## config.mk

```make
export PLATFORM = sky130hd
export DESIGN_NAME = stereo_tdm_mixer
export DESIGN_NICKNAME = d
export VERILOG_FILES = /design/src/rtl/mix_pkg.sv /design/src/rtl/mix_cfg_regs.sv /design/src/rtl/mix_slot_seq.sv /design/src/rtl/mix_pan_scale.sv /design/src/rtl/mix_accum.sv /design/src/rtl/stereo_tdm_mixer.sv
export SDC_FILE = /design/constraint.sdc
export NUM_CORES = 1
export LEC_CHECK = 0
export BUFFER_PORTS_ARGS = -buffer_cell sky130_fd_sc_hd__buf_2
export CAP_MARGIN = 25
export CORE_AREA = 4 4 133 166
export DETAILED_ROUTE_END_ITERATION = 8
export DIE_AREA = 0 0 137 170
export GPL_TIMING_DRIVEN = 1
export HOLD_SLACK_MARGIN = 0.06
export PLACE_DENSITY = 0.72
export SYNTH_ARGS = -nofsm -noshare
export SYNTH_HDL_FRONTEND = slang
export SYNTH_SLANG_ARGS = --single-unit
export TNS_END_PERCENT = 1
```

## constraint.sdc

```tcl
create_clock -name clk -period 20.4 [get_ports clk]
set_clock_uncertainty 0.2 [all_clocks]
set_input_delay 3.06 -clock clk [delete_from_list [all_inputs] [get_ports clk]]
set_output_delay 3.06 -clock clk [all_outputs]
set_load 0.01 [all_outputs]
```

## src/rtl/mix_pkg.sv

```systemverilog
package mix_pkg;
  localparam int ADDR_MODE = 0;
  localparam int ADDR_RATE = 1;
  localparam int ADDR_POS_BASE = 8;
  localparam int POS_W = 3;

  // right-side weight in eighths for a pan code; left side is 8 minus this
  function automatic logic [3:0] right_weight(input logic [POS_W-1:0] p);
    return (p == 3'd7) ? 4'd8 : {1'b0, p};
  endfunction
endpackage

```

## src/rtl/mix_cfg_regs.sv

```systemverilog
module mix_cfg_regs #(
  parameter int CH_MAX = 8,
  parameter int ADDR_W = 4,
  parameter int DATA_W = 8,
  localparam int CODE_W = $clog2($clog2(CH_MAX) + 1)
) (
  input  logic                        clk,
  input  logic                        rst,
  input  logic                        we,
  input  logic [ADDR_W-1:0]           addr,
  input  logic [DATA_W-1:0]           wdata,
  output logic [CODE_W-1:0]           cnt_code,
  output logic                        mode8,
  output logic [DATA_W-1:0]           rate,
  output logic [CH_MAX*mix_pkg::POS_W-1:0] pos_flat
);
  import mix_pkg::*;

  always_ff @(posedge clk) begin
    if (rst) begin
      cnt_code <= '0;
      mode8    <= 1'b0;
      rate     <= '0;
    end else if (we) begin
      if (addr == ADDR_W'(ADDR_MODE)) begin
        cnt_code <= wdata[CODE_W-1:0];
        mode8    <= wdata[CODE_W];
      end
      if (addr == ADDR_W'(ADDR_RATE))
        rate <= wdata;
    end
  end

  for (genvar k = 0; k < CH_MAX; k++) begin : g_pos
    logic [POS_W-1:0] pos_q;
    always_ff @(posedge clk) begin
      if (rst)
        pos_q <= '0;
      else if (we && addr == ADDR_W'(ADDR_POS_BASE + k))
        pos_q <= wdata[POS_W-1:0];
    end
    assign pos_flat[k*POS_W +: POS_W] = pos_q;
  end
endmodule

```

## src/rtl/mix_slot_seq.sv

```systemverilog
module mix_slot_seq #(
  parameter int CH_MAX = 8,
  parameter int RATE_W = 8,
  localparam int CH_LG  = $clog2(CH_MAX),
  localparam int CODE_W = $clog2(CH_LG + 1),
  localparam int CW     = ((RATE_W > CH_LG + 1) ? RATE_W : CH_LG + 1) + 1
) (
  input  logic              clk,
  input  logic              rst,
  input  logic              restart,
  input  logic [CODE_W-1:0] cnt_code,
  input  logic [RATE_W-1:0] rate,
  output logic              fetch,
  output logic [CH_LG-1:0]  fetch_ch,
  output logic              first,
  output logic              latch
);
  logic [CW-1:0] cnt;
  logic [CW-1:0] nact;
  logic [CW-1:0] last;

  always_comb begin
    nact = CW'(1) << cnt_code;
    last = (CW'(rate) > nact) ? CW'(rate) : nact;
  end

  always_ff @(posedge clk) begin
    if (rst || restart)
      cnt <= '0;
    else if (cnt >= last)
      cnt <= '0;
    else
      cnt <= cnt + 1'b1;
  end

  assign fetch    = cnt < nact;
  assign fetch_ch = cnt[CH_LG-1:0];
  assign first    = cnt == '0;
  assign latch    = cnt == nact;

  // fetches inside one period walk through consecutive channels
  a_r2_slot_order: assert property (@(posedge clk) disable iff (rst)
    (fetch && !restart && cnt + 1'b1 < nact) |=>
      (fetch && fetch_ch == CH_LG'($past(fetch_ch) + 1'b1)));

  // a register write sends the sequencer back to slot 0
  a_r9_restart_slot0: assert property (@(posedge clk) disable iff (rst)
    restart |=> (first && fetch && fetch_ch == '0));
endmodule

```

## src/rtl/mix_pan_scale.sv

```systemverilog
module mix_pan_scale #(
  parameter int SMP_W = 16
) (
  input  logic                        avail,
  input  logic                        mode8,
  input  logic [SMP_W-1:0]            raw,
  input  logic [mix_pkg::POS_W-1:0]   pos,
  output logic signed [SMP_W-1:0]     part_l,
  output logic signed [SMP_W-1:0]     part_r,
  output logic                        miss
);
  import mix_pkg::*;
  localparam int HALF = SMP_W / 2;
  localparam int PW = SMP_W + 5;

  logic signed [SMP_W-1:0] smp;
  logic [3:0] wr, wl;
  logic signed [PW-1:0] sx, pl, pr, sl, sr;

  always_comb begin
    miss = !avail;
    if (!avail)
      smp = '0;
    else if (mode8)
      smp = {raw[HALF-1:0], {HALF{1'b0}}};
    else
      smp = raw;
    wr = right_weight(pos);
    wl = 4'd8 - wr;
    sx = {{5{smp[SMP_W-1]}}, smp};
    pl = sx * $signed({{(PW-4){1'b0}}, wl});
    pr = sx * $signed({{(PW-4){1'b0}}, wr});
    sl = pl >>> 3;
    sr = pr >>> 3;
    part_l = sl[SMP_W-1:0];
    part_r = sr[SMP_W-1:0];
  end
endmodule

```

## src/rtl/mix_accum.sv

```systemverilog
module mix_accum #(
  parameter int SMP_W = 16,
  parameter int CH_MAX = 8,
  localparam int ACC_W = SMP_W + $clog2(CH_MAX) + 1
) (
  input  logic                    clk,
  input  logic                    rst,
  input  logic                    restart,
  input  logic                    fetch,
  input  logic                    first,
  input  logic                    latch,
  input  logic signed [SMP_W-1:0] part_l,
  input  logic signed [SMP_W-1:0] part_r,
  input  logic                    miss,
  output logic                    out_valid,
  output logic [SMP_W-1:0]        out_l,
  output logic [SMP_W-1:0]        out_r,
  output logic                    out_ur
);
  localparam logic signed [ACC_W-1:0] SAT_HI = ACC_W'((2 ** (SMP_W - 1)) - 1);
  localparam logic signed [ACC_W-1:0] SAT_LO = -SAT_HI - 1;

  logic signed [ACC_W-1:0] acc_l, acc_r;
  logic                    ur_pend;

  function automatic logic [SMP_W-1:0] clamp(input logic signed [ACC_W-1:0] v);
    if (v > SAT_HI) return SAT_HI[SMP_W-1:0];
    if (v < SAT_LO) return SAT_LO[SMP_W-1:0];
    return v[SMP_W-1:0];
  endfunction

  always_ff @(posedge clk) begin
    if (rst) begin
      acc_l     <= '0;
      acc_r     <= '0;
      ur_pend   <= 1'b0;
      out_valid <= 1'b0;
      out_l     <= '0;
      out_r     <= '0;
      out_ur    <= 1'b0;
    end else begin
      out_valid <= latch && !restart;
      if (fetch && !restart) begin
        acc_l   <= (first ? '0 : acc_l) + {{(ACC_W-SMP_W){part_l[SMP_W-1]}}, part_l};
        acc_r   <= (first ? '0 : acc_r) + {{(ACC_W-SMP_W){part_r[SMP_W-1]}}, part_r};
        ur_pend <= (first ? 1'b0 : ur_pend) | miss;
      end
      if (latch && !restart) begin
        out_l  <= clamp(acc_l);
        out_r  <= clamp(acc_r);
        out_ur <= ur_pend;
      end
    end
  end

  // result strobe is a single-cycle pulse
  a_r3_single_pulse: assert property (@(posedge clk) disable iff (rst)
    out_valid |=> !out_valid);

  // an over-range sum is reported at the clamp limit
  a_r5_clamp_high: assert property (@(posedge clk) disable iff (rst)
    (latch && !restart && acc_l > SAT_HI) |=> out_l == SAT_HI[SMP_W-1:0]);

  a_r5_clamp_low: assert property (@(posedge clk) disable iff (rst)
    (latch && !restart && acc_r < SAT_LO) |=> out_r == SAT_LO[SMP_W-1:0]);

  // a missed fetch is remembered and reported with the result
  a_r7_miss_recorded: assert property (@(posedge clk) disable iff (rst)
    (fetch && miss && !restart) |=> ur_pend);

  a_r7_miss_reported: assert property (@(posedge clk) disable iff (rst)
    (latch && ur_pend && !restart) |=> (out_valid && out_ur));
endmodule

```

## src/rtl/stereo_tdm_mixer.sv

```systemverilog
module stereo_tdm_mixer #(
  parameter int CH_MAX = 8,
  parameter int SMP_W  = 16,
  parameter int ADDR_W = 4,
  parameter int DATA_W = 8,
  localparam int CH_LG  = $clog2(CH_MAX),
  localparam int CODE_W = $clog2(CH_LG + 1)
) (
  input  logic              clk,
  input  logic              rst,
  input  logic              cfg_we,
  input  logic [ADDR_W-1:0] cfg_addr,
  input  logic [DATA_W-1:0] cfg_wdata,
  output logic              smp_rd,
  output logic [CH_LG-1:0]  smp_ch,
  input  logic              smp_avail,
  input  logic [SMP_W-1:0]  smp_data,
  output logic              out_valid,
  output logic [SMP_W-1:0]  out_left,
  output logic [SMP_W-1:0]  out_right,
  output logic              out_underrun
);
  import mix_pkg::*;

  logic [CODE_W-1:0]       cnt_code;
  logic                    mode8;
  logic [DATA_W-1:0]       rate;
  logic [CH_MAX*POS_W-1:0] pos_flat;
  logic [POS_W-1:0]        pos_sel;
  logic                    fetch, first, latch, miss;
  logic signed [SMP_W-1:0] part_l, part_r;

  mix_cfg_regs #(.CH_MAX(CH_MAX), .ADDR_W(ADDR_W), .DATA_W(DATA_W)) u_cfg (
    .clk(clk), .rst(rst), .we(cfg_we), .addr(cfg_addr), .wdata(cfg_wdata),
    .cnt_code(cnt_code), .mode8(mode8), .rate(rate), .pos_flat(pos_flat)
  );

  mix_slot_seq #(.CH_MAX(CH_MAX), .RATE_W(DATA_W)) u_seq (
    .clk(clk), .rst(rst), .restart(cfg_we), .cnt_code(cnt_code), .rate(rate),
    .fetch(fetch), .fetch_ch(smp_ch), .first(first), .latch(latch)
  );

  assign smp_rd  = fetch;
  assign pos_sel = pos_flat[smp_ch*POS_W +: POS_W];

  mix_pan_scale #(.SMP_W(SMP_W)) u_pan (
    .avail(smp_avail), .mode8(mode8), .raw(smp_data), .pos(pos_sel),
    .part_l(part_l), .part_r(part_r), .miss(miss)
  );

  mix_accum #(.SMP_W(SMP_W), .CH_MAX(CH_MAX)) u_acc (
    .clk(clk), .rst(rst), .restart(cfg_we), .fetch(fetch), .first(first),
    .latch(latch), .part_l(part_l), .part_r(part_r), .miss(miss),
    .out_valid(out_valid), .out_l(out_left), .out_r(out_right), .out_ur(out_underrun)
  );

  // the hard-left code puts nothing on the right, the hard-right code nothing on the left
  a_r4_hard_left: assert property (@(posedge clk) disable iff (rst)
    (fetch && pos_sel == 3'd0) |-> part_r == '0);

  a_r4_hard_right: assert property (@(posedge clk) disable iff (rst)
    (fetch && pos_sel == 3'd7) |-> part_l == '0);
endmodule

```

==> results.ini <==
[outcome]
status = completed

[critical_path]
critPathArrivalTime_ns = 9.96
crit_slowest_cell = nor2b_1
worstSetupStartpointType = input pin
crit_family = compound AO/OA/AOI/OAI gates
crit_required_ns = 20.52
crit_buf_inv = 3
max_stage_delay_ns = 0.83
critical_path_class = in2reg
crit_fanout = 25
setup.worst_path.end_class = flip-flop
cp_common_cell = a21oi_1

[logic_synthesis]
synth_seq_cells = 119
synth_compound_area_frac = 0.147
yosysTopAreaCell = dfxtp_1
ys_warn_count = 0
yosysSeqAreaShare = 0.214
syn_area_um2 = 11100
synth_top_family_by_area = adder cells
yosys.area_share.simple = 0.202
synth_area_leaders = dfxtp_1 21%, ha_1 14%, fa_1 11%
synth_edf_count = 0
synthAdderAreaFrac = 0.250
synth_top_area_share = 0.214
yosysUniqueCellTypes = 63
syn_inst = 1416
synth_common_cells = 183 x nor2_1, 153 x inv_1, 143 x nand2_1, 126 x a21oi_1, 123 x ha_1
synthXorXnorAreaFrac = 0.0566
async_flop_share = 0
synth_area_per_cell_um2 = 7.85
synthMuxAreaShare = 0.0566
synth.most_common_cell = nor2_1
syn-num-nets = 1633
synth_ff_type = dfxtp_1

[timing]
tns_ns = 0
fmax_mhz = 102
slew_headroom = 0.350
hold_viol_final = 0
rsz0062_at_grt = false
worstMarginPinSlew_ns = 0.972
setup_violations = 0
fin_crit_sh = 0.483
drv_slew = 0
min_period_ns = 9.84
worst_slack_ns = 10.56

[finish]
drive_gt1_frac = 0.0936
nets = 1667
fin_util = 0.590
multi_input_area_um2 = 7930
insertedDiodeCount = 0
fillers = 1888
regArea_um2 = 2380
syn2layout_area_growth_pct = 9.63
finish.instance_area_um2 = 12200
stdcell_count = 1737

[routing]
postRouteAntennaNets = 0
drc = 0
drt_first_pass_iters = 6
drtIter0Drc = 687
wirelength_um = 27000
drt-vias-per-instance = 5.55
wl_per_cell_um = 15.6
vias = 9633

[grt]
grt.overflow.total = 0
grt_max_degree = 80
grt_pass1_vias = 9728
met2_usage = 0.436
busiest_layer = met2
met1_usage = 0.276
grt_pass1_wl_um = 45800
antenna_found_initial = 0
grtUsageTotal = 0.243
use_met3 = 0.0438

[cts]
clockBufferDepth = 2
clock-sinks = 119
cts_resized = 0
cts_buffers = 17
path_clk_slew_ns = 0.06
h-tree-depth = 4
cts_tree = yes
post_cts_buffers = 0
clock_latency_ns = 0.42
hold_buffers = 0
root_buffer = clkbuf_16

[pwr]
leakage_nw = 5.80
p_per_area_nw_per_um2 = 53.6
ir_drop_mv = 0.0560

[run]
maxCapViolCount = 0

[floorplan]
rows = 59
core-area_um2 = 20700
io_pins = 70
start_util = 0.538
dieHeight_um = 170
die_area_um2 = 23300
fp.dieW_um = 137

[place]
place_inst = 1705
io_buffers = 69
gp_congestion = 0.941
hpwl_um = 20800
place_area_um2 = 11600
dp_slack_ns = 10.19

[worst_hold_path]
hp-class = reg2reg

worst paths after layout:
kind / startpoint / endpoint / slack, ns / cells after the start
worst max-delay path: smp_avail / u_acc.acc_r[19]$_SDFFE_PP0P_ / 10.56 / 27
worst min-delay path: u_acc.out_l[13]$_SDFFE_PP0P_ / u_acc.out_l[13]$_SDFFE_PP0P_ / 0.25 / 2
worst max register to register: u_seq.cnt[0]$_SDFF_PP0_ / u_acc.acc_l[18]$_SDFFE_PP0P_ / 11.69 / 27
worst min register to register: u_acc.out_l[13]$_SDFFE_PP0P_ / u_acc.out_l[13]$_SDFFE_PP0P_ / 0.25 / 2
layout make-up:
class,instances,area share
clock buffer,18,0.0360
clock inverter,14,0.0113
inverter,153,0.0471
multi-input combinational,1085,0.650
sequential,119,0.195
tap,274,0.0281
timing repair buffer,74,0.0316
logic make-up (layout without fill, tap and decap cells):
| family | after synthesis | in the layout |
|---|---|---|
| AO/OA/AOI/OAI | 277 | 277 |
| XOR/XNOR | 71 | 71 |
| adder cells (fa/ha/maj) | 185 | 185 |
| buffers and inverters | 212 | 259 |
| flip-flops | 119 | 119 |
| multiplexers | 53 | 53 |
| AND/OR/NAND/NOR | 499 | 499 |
layer usage:
metal | vias to the layer above | routed length (um)
li1 | 4774 | -
met1 | 4499 | 10700
met2 | 272 | 13900
met3 | 88 | 1180
met4 | 0 | 1290
met5 | - | 0
where the power goes:
| group | leakage, nW | switching, mW | total, mW | internal, mW |
|---|---|---|---|---|
| clock | 0.279 | 0.125 | 0.299 | 0.173 |
| sequential | 0.962 | 0.00694 | 0.246 | 0.239 |
| combinational | 4.56 | 0.0686 | 0.108 | 0.0392 |
| total | 5.80 | 0.201 | 0.653 | 0.452 |
sequential cells by signal, summed over array words and instances (netlist names):
register / count
u_cfg.mode8: 1
u_acc.acc_r: 20
u_acc.out_l: 16
u_acc.ur_pend: 1
u_cfg.rate: 8
u_seq.cnt: 9
u_acc.acc_l: 20
u_acc.out_r: 16
u_acc.out_valid: 1
u_acc.out_ur: 1
u_cfg.g_pos.pos_q: 24
u_cfg.cnt_code: 2
cells in the final DEF (no fill, tap or decap), types with 7 or more instances in the layout:
master       n
nor2_1     182
inv_1      153
nand2_1    143
a21oi_1    126
ha_1       123
dfxtp_1    119
buf_2       68
o21ai_0     65
fa_1        62
xnor2_1     53
nor2b_1     50
nand3_1     49
mux2i_1     34
a21o_1      19
nor3_1      18
xor2_1      17
clkbuf_16   17
nand2b_1    13
mux2_2      12
or3_1       12
o21a_1      10
nand4_1      8
a211oi_1     8
o21bai_1     7
worst min-delay path, delay by kind of cell, from the launching register on:
kind	cells	cell delay [ns]
simple gates	1	0.05
compound gates	1	0.05
flops	1	0.30
stage by stage:
step / power [mW] / hold WS [ns]
after CTS: 0.657 / 0.251
after detailed placement: 0.358 / 0.242
final: 0.653 / 0.247
after floorplan: 0.330 / 0.237
after global routing: 0.681 / 0.266
after global placement: 0.356 / 0.235
No activity file was read; power rests on OpenSTA's default activity.
